--- src/rtl/mfg_pkg.sv ---
package mfg_pkg;

    typedef enum logic [1:0] {
        LEG_ZERO = 2'b00,
        LEG_ONE  = 2'b01,
        LEG_VAR  = 2'b10,
        LEG_NVAR = 2'b11
    } leg_src_e;

    function automatic logic leg_value(input leg_src_e code, input logic var_bit);
        logic r;
        case (code)
            LEG_ZERO: r = 1'b0;
            LEG_ONE:  r = 1'b1;
            LEG_VAR:  r = var_bit;
            default:  r = ~var_bit;
        endcase
        return r;
    endfunction

endpackage

--- src/rtl/mfg_cfg_store.sv ---
module mfg_cfg_store
    import mfg_pkg::*;
#(
    parameter int SEL_W = 3
) (
    input  logic                 clk,
    input  logic                 rst,
    input  logic                 wr_en,
    input  logic [SEL_W-1:0]     wr_leg,
    input  leg_src_e             wr_code,
    output leg_src_e [(1<<SEL_W)-1:0] codes
);
    localparam int LEGS = 1 << SEL_W;

    for (genvar i = 0; i < LEGS; i++) begin : g_leg
        leg_src_e code_q;
        logic     hit;
        assign hit = wr_en && (wr_leg == SEL_W'(i));
        always_ff @(posedge clk) begin
            if (rst)
                code_q <= LEG_ZERO;
            else if (hit)
                code_q <= wr_code;
        end
        assign codes[i] = code_q;
    end

endmodule

--- src/rtl/mfg_leg_resolve.sv ---
module mfg_leg_resolve
    import mfg_pkg::*;
#(
    parameter int SEL_W = 3
) (
    input  leg_src_e [(1<<SEL_W)-1:0] codes,
    input  logic                      var_bit,
    output logic [(1<<SEL_W)-1:0]     legs
);
    localparam int LEGS = 1 << SEL_W;

    for (genvar i = 0; i < LEGS; i++) begin : g_res
        assign legs[i] = leg_value(codes[i], var_bit);
    end

endmodule

--- src/rtl/mfg_select_tree.sv ---
module mfg_select_tree #(
    parameter int SEL_W = 3
) (
    input  logic [(1<<SEL_W)-1:0] legs,
    input  logic [SEL_W-1:0]      sel,
    output logic                  y
);
    for (genvar d = SEL_W; d >= 0; d--) begin : g_lvl
        logic [(1<<d)-1:0] v;
        if (d == SEL_W) begin : g_leaf
            assign v = legs;
        end else begin : g_node
            for (genvar j = 0; j < (1 << d); j++) begin : g_mux
                assign v[j] = sel[SEL_W-1-d] ? g_lvl[d+1].v[2*j+1]
                                              : g_lvl[d+1].v[2*j];
            end
        end
    end

    assign y = g_lvl[0].v[0];

endmodule

--- src/rtl/mux_fn_gen.sv ---
module mux_fn_gen
    import mfg_pkg::*;
#(
    parameter int N = 4
) (
    input  logic           clk,
    input  logic           rst,
    input  logic           cfg_we,
    input  logic [N-2:0]   cfg_leg,
    input  logic [1:0]     cfg_code,
    input  logic [N-1:0]   fn_in,
    output logic           fn_out
);
    localparam int SEL_W = N - 1;
    localparam int LEGS  = 1 << SEL_W;

    leg_src_e [LEGS-1:0] codes;
    logic     [LEGS-1:0] legs;

    mfg_cfg_store #(.SEL_W(SEL_W)) u_store (
        .clk    (clk),
        .rst    (rst),
        .wr_en  (cfg_we),
        .wr_leg (cfg_leg),
        .wr_code(leg_src_e'(cfg_code)),
        .codes  (codes)
    );

    mfg_leg_resolve #(.SEL_W(SEL_W)) u_resolve (
        .codes  (codes),
        .var_bit(fn_in[0]),
        .legs   (legs)
    );

    mfg_select_tree #(.SEL_W(SEL_W)) u_tree (
        .legs(legs),
        .sel (fn_in[N-1:1]),
        .y   (fn_out)
    );

endmodule

--- config.mk ---
export PLATFORM = sky130hd
export DESIGN_NAME = mux_fn_gen
export DESIGN_NICKNAME = d
export VERILOG_FILES = /design/src/rtl/mfg_pkg.sv /design/src/rtl/mfg_cfg_store.sv /design/src/rtl/mfg_leg_resolve.sv /design/src/rtl/mfg_select_tree.sv /design/src/rtl/mux_fn_gen.sv
export SDC_FILE = /design/constraint.sdc
export NUM_CORES = 1
export LEC_CHECK = 0
export BUFFER_PORTS_ARGS = -buffer_cell sky130_fd_sc_hd__buf_4
export CORE_UTILIZATION = 40
export DETAILED_ROUTE_END_ITERATION = 10
export PLACE_DENSITY = 0.64
export SETUP_SLACK_MARGIN = 0.05
export SYNTH_ARGS = -nofsm -noshare
export SYNTH_HDL_FRONTEND = slang
export SYNTH_SLANG_ARGS = --single-unit
--- constraint.sdc ---
create_clock -name clk -period 1.86 [get_ports clk]
set_clock_uncertainty 0.05 [all_clocks]
set_input_delay 0.093 -clock clk [delete_from_list [all_inputs] [get_ports clk]]
set_output_delay 0.093 -clock clk [all_outputs]
set_load 0.01 [all_outputs]
==> results.json, run 1 <==
{
  "post-place-ws_ns": 0.415,
  "rows": 16,
  "core_sq_um": 2000,
  "die_x_um": 48.4,
  "cts_tree": "built",
  "min_period_ns": 1.70,
  "slew_headroom_pct": 74.5,
  "netlist_area_sq_um": 861,
  "grt_first_pass_wirelength_um": 2730,
  "min_period_over_period_pct": 91.3,
  "wl_met1_um": 783,
  "stdcell_count": 131,
  "ys_top_cells_by_area": "dfxtp_1 37%, mux2i_1 22%, nor2_1 7.8%",
  "synthCells": 93,
  "drive_gt1_share_pct": 21.2,
  "dpl-instance-area_sq_um": 958,
  "num_antenna_cells": 0,
  "port_buffers": 12,
  "start_util_pct": 43.0,
  "track_usage_pct": 15.2,
  "yosysTopAreaCellShare_pct": 37.2,
  "worstMarginPinSlew_ns": 0.379,
  "clock_sinks": 16,
  "worstSetupEndpointType": "output port",
  "cp-startpoint": "u_store.g_leg[6].code_q[0]$_SDFFE_PP0P_",
  "yosysSeqAreaShare_pct": 37.2,
  "start_kind": "register",
  "dp_hpwl_um": 1220,
  "hold_path_class": "in2reg",
  "synth_area_leader_cell": "dfxtp_1",
  "ctsResizeCount": 0,
  "fin_nets": 117,
  "yosys.area_share.simple_pct": 27.3,
  "critical_path_class": "reg2out",
  "wl_met2_um": 796,
  "path_max_fanout": 3,
  "outcome": "completed",
  "dp_cells": 127,
  "drc": 0,
  "wire_per_inst_um": 12.7,
  "timing_hold_violations_final": 0,
  "grt_start_max_net_pins": 17,
  "clk_pin_slew_ns": 0.09,
  "holdCritStartpoint": "rst",
  "ir_worst_vdd_mv": 0.397,
  "die_h_um": 48.4,
  "final_area_sq_um": 1000,
  "leakagePower_nw": 0.431,
  "wirelength_um": 1660,
  "cts_root_buffer": "clkbuf_4",
  "top_layer": "met4",
  "drv_slew": 0,
  "synth-xor-area-share_pct": 3.05,
  "synth_compound_area_share_pct": 6.83,
  "timing.rr.start": "u_store.g_leg[6].code_q[0]$_SDFFE_PP0P_",
  "ctsHoldBuffers": 0,
  "vias_per_cell": 5.24,
  "antenna_found_initial": 0,
  "finalSetupTns_ns": 0,
  "powerDensity_nw_per_um2": 666,
  "overflow": 0,
  "grt_pass1_vias": 615,
  "fin_util_pct": 50.1,
  "largest_register_ffs": 16,
  "drv_cap": 0,
  "reg.largest.list": "u_store.g_leg.code_q x16",
  "cts_buffer_depth": 2,
  "synth_fp_nets": 105,
  "worstPathArrival_ns": 1.55,
  "synth-adder-area-share_pct": 0,
  "worst_slack_ns": 0.162,
  "ys_ff_latch": 16,
  "die_area_sq_um": 2340,
  "layout_common_cells": "19 x mux2i_1, 18 x nor2_1, 16 x dfxtp_1",
  "clk_latency_ns": 0.28,
  "drt-pass1-iter-count": 4,
  "top_register": "u_store.g_leg.code_q",
  "avgSynthCellArea_sq_um": 9.26,
  "synth.area.mux_share_pct": 22.1,
  "gp_congestion": 0.754,
  "ios": 13,
  "rsz0062_at_grt": "false",
  "cts_buffers": 3,
  "synth_top_family_by_area": "simple AND/OR/NAND/NOR gates",
  "ant_nets": 0,
  "max_freq_ghz": 0.589,
  "final_common_cell": "mux2i_1",
  "cp_data_required_time_ns": 1.72,
  "finalSetupViolations": 0,
  "wl_met3_um": 69,
  "yosysUniqueCellTypes": 27,
  "dr_total_vias": 686,
  "yosysWarnings": 0,
  "post_cts_buffers": 0,
  "synthToLayoutAreaGrowth_pct": 16.4,
  "initialDrtViolationCount": 11,
  "h-tree-depth": 1
}
==> critical path: stages (launching register included) <==
cell	delay [ns]
dfxtp_1	0.35
and4b_1	0.19
a2111oi_1	0.36
a22o_1	0.18
a311oi_1	0.04
buf_4	0.15
==> Yosys cell counts <==
library cell	instances
a22o_1	1
a21boi_0	1
nor3_1	1
buf_6	1
dfxtp_1	16
nor3b_2	2
o2111a_1	1
nand4_1	1
and2_2	1
xor2_1	1
nand2b_1	1
clkbuf_1	4
and3b_1	1
a311oi_1	1
inv_1	1
o21ai_0	1
xnor2_1	2
mux2i_1	19
nand4b_1	3
and2_1	1
nor2b_1	1
and4b_1	2
and2b_4	1
a2111oi_0	2
nor3_2	1
nand2_1	8
nor2_1	18
==> report_power, final <==
| part | switching, W | internal (W) |
|---|---|---|
| registers | 0.00000442 | 0.000350 |
| clock network | 0.000105 | 0.000119 |
| logic | 0.0000471 | 0.0000421 |
| total | 0.000157 | 0.000511 |
==> per-layer routing <==
metal  up-vias  GRT usage [%]
li1        348              -
met1       321           19.9
met5         -              0
met2        15           24.9
met3         2           1.89
met4         0           7.35
==> metrics by stage <==
step | power [W] | hold slack [ns]
6_report | 0.000668 | 0.0554
5_1_grt | 0.000700 | 0.0471
4_1_cts | 0.000676 | 0.0435
3_5_place_dp | 0.000450 | 0.353
3_3_place_gp | 0.000448 | 0.347
2_1_floorplan | 0.000411 | 0.247
==> cells by family (layout without fill, tap and decap cells) <==
kind of cell,count (synthesis),after routing
xor+xnor,3,3
compound gates,7,7
flops,16,16
buf+inv,6,17
simple gates,42,42
mux,19,19
==> layout make-up <==
| type | instances | area (sq um) |
|---|---|---|
| Sequential cell | 16 | 320 |
| Tap cell | 27 | 33.8 |
| Fill cell | 217 | 1000 |
| Multi-Input combinational cell | 71 | 518 |
| Timing Repair Buffer | 12 | 90.1 |
| Clock buffer | 4 | 36.3 |
| Inverter | 1 | 3.75 |
==> path summary, 6_finish.rpt <==
path	cells past startpoint	endpoint	slack, ns
min reg2reg	2	u_store.g_leg[2].code_q[1]$_SDFFE_PP0P_	0.45
max reg2reg	2	u_store.g_leg[6].code_q[0]$_SDFFE_PP0P_	1.19
max	5	fn_out	0.16
min	2	u_store.g_leg[7].code_q[0]$_SDFFE_PP0P_	0.06
(Power assumes the default switching activity.)
==> run 2: changes to the inputs <==
--- a/config.mk
+++ b/config.mk
@@ -6,9 +6,10 @@
 export NUM_CORES = 1
 export LEC_CHECK = 0
 export BUFFER_PORTS_ARGS = -buffer_cell sky130_fd_sc_hd__buf_4
+export CORE_ASPECT_RATIO = 0.9
 export CORE_UTILIZATION = 40
 export DETAILED_ROUTE_END_ITERATION = 10
-export PLACE_DENSITY = 0.64
+export PLACE_DENSITY = 0.56
 export SETUP_SLACK_MARGIN = 0.05
 export SYNTH_ARGS = -nofsm -noshare
 export SYNTH_HDL_FRONTEND = slang
==> run 2 against run 1 <==
- non-clock buffer count unchanged
- register-to-register slack about the same
- final cell count decreased by 2.3%
- fmax decreased by 1.6%
- combinational power increased by 2%
- flip-flop and latch count unchanged
- sequential power about the same
- setup slack got worse by 0.027 ns
- largest power group unchanged
- highest routed layer unchanged
==> results.json, run 2 (same netlist as run 1, synthesis figures left out) <==
{
  "num_antenna_cells": 0,
  "dp_hpwl_um": 1230,
  "cts_buffer_depth": 2,
  "fillers": 212,
  "cp_cell_sequence": "and4b_1 -> a2111oi_2 -> a22o_1 -> a311oi_1 -> buf_4",
  "stdcell_count": 128,
  "timing_hold_violations_final": 0,
  "wirelength_um": 1770,
  "initialDrtViolationCount": 12,
  "start_util_pct": 43.7,
  "reg.largest.list": "u_store.g_leg.code_q x16",
  "cpPeakStageDelay_ns": 0.35,
  "finalSetupTns_ns": 0,
  "gp_congestion": 0.699,
  "die_area_sq_um": 2340,
  "cts_buffers": 3,
  "clk_pin_slew_ns": 0.09,
  "h-tree-depth": 1,
  "core_sq_um": 1970,
  "cts_root_buffer": "clkbuf_4",
  "grt_pass1_vias": 626,
  "dp_cells": 125,
  "cts_tree": "built",
  "die_x_um": 50.9,
  "critical_path_class": "reg2out",
  "outcome": "completed",
  "vias_per_cell": 5.17,
  "r2r_slack_ns": 1.20,
  "port_buffers": 12,
  "wire_per_inst_um": 13.8,
  "final_common_cell": "mux2i_1",
  "ios": 13,
  "die_h_um": 46.0,
  "finalPower_w": 0.000624,
  "ir_worst_vdd_mv": 0.436,
  "drt-pass1-iter-count": 4,
  "slew_headroom_pct": 72.5,
  "path_max_fanout": 3,
  "rsz0062_at_grt": "false",
  "largest_register_ffs": 16,
  "max_freq_ghz": 0.580,
  "worstPathArrival_ns": 1.58,
  "top_register": "u_store.g_leg.code_q",
  "overflow": 0,
  "whs_ns": 0.0488,
  "track_usage_pct": 16.9,
  "clock_sinks": 16,
  "synthToLayoutAreaGrowth_pct": 15.1,
  "ctsHoldBuffers": 0,
  "worstMarginPinSlew_ns": 0.409,
  "grt_start_max_net_pins": 17,
  "fin_util_pct": 50.3,
  "leakagePower_nw": 0.425,
  "drv_slew": 0,
  "grt_first_pass_wirelength_um": 2860,
  "clk_latency_ns": 0.27,
  "crit_slowest_cell": "a2111oi_2",
  "drive_gt1_share_pct": 21.4,
  "finalSetupViolations": 0,
  "fin_nets": 117,
  "powerDensity_nw_per_um2": 629,
  "worstSetupEndpointType": "output port",
  "ant_nets": 0,
  "drv_cap": 0,
  "hold_path_class": "in2reg",
  "min_period_over_period_pct": 92.7,
  "start_kind": "register",
  "rows": 15,
  "antenna_found_initial": 0,
  "cp_data_required_time_ns": 1.72,
  "layout_common_cells": "19 x mux2i_1, 18 x nor2_1, 16 x dfxtp_1",
  "dr_total_vias": 662,
  "min_period_ns": 1.72,
  "drc": 0
}
run 2: cell count changes in the layout (fill, tap and decap cells not counted), sizes merged:
cell / change
clkbuf: -1
run 2: critical path: cells and delay by family, from the launching register on:
kind                   cells  cell delay (ns)
buffers and inverters      1             0.15
AND/OR/NAND/NOR            1             0.21
flip-flops                 1             0.34
AO/OA/AOI/OAI              3             0.60
run 2: through the flow:
step | cell area [sq um] | worst slack, ns
floorplan | 861 | 0.541
global placement | 956 | 0.440
detailed placement | 956 | 0.439
CTS | 978 | 0.109
global route | 991 | 0.0334
finish | 991 | 0.135
run 2: final timing paths:
kind                                           startpoint                                      end  depth (start not counted)
setup / recovery  u_store.g_leg[1].code_q[0]$_SDFFE_PP0P_                                   fn_out                          5
hold / removal                                        rst  u_store.g_leg[7].code_q[0]$_SDFFE_PP0P_                          2
hold reg to reg   u_store.g_leg[2].code_q[1]$_SDFFE_PP0P_  u_store.g_leg[2].code_q[1]$_SDFFE_PP0P_                          2
setup reg to reg  u_store.g_leg[4].code_q[1]$_SDFFE_PP0P_  u_store.g_leg[4].code_q[1]$_SDFFE_PP0P_                          2
run 2: area by class of cell:
| class | count | area [sq um] | share of cell area [%] |
|---|---|---|---|
| Multi-Input combinational cell | 71 | 523 | 52.8 |
| Sequential cell | 16 | 320 | 32.3 |
| Tap cell | 25 | 31.3 | 3.16 |
| Inverter | 1 | 3.75 | 0.379 |
| Clock buffer | 3 | 22.5 | 2.27 |
| Timing Repair Buffer | 12 | 90.1 | 9.09 |
run 2: power by group:
group	switching, W	internal, W	total, W
combinational	0.0000486	0.0000425	0.0000912
clock	0.000103	0.0000750	0.000178
sequential	0.00000442	0.000350	0.000354
run 2: repair_timing:
| item | CTS | global route |
|---|---|---|
| setup endpoints to repair | 0 | 1 |
| setup buffers | 0 | 0 |
| resized for setup | 0 | 4 |
run 2: layer usage:
| layer | track usage [%] | part of all wire, % | vias up |
|---|---|---|---|
| met5 | 0 | 0 | - |
| met4 | 8.33 | 0.68 | 0 |
| met3 | 2.67 | 5.0 | 2 |
| met2 | 25.3 | 41 | 14 |
| met1 | 23.6 | 53 | 295 |
| li1 | - | - | 351 |
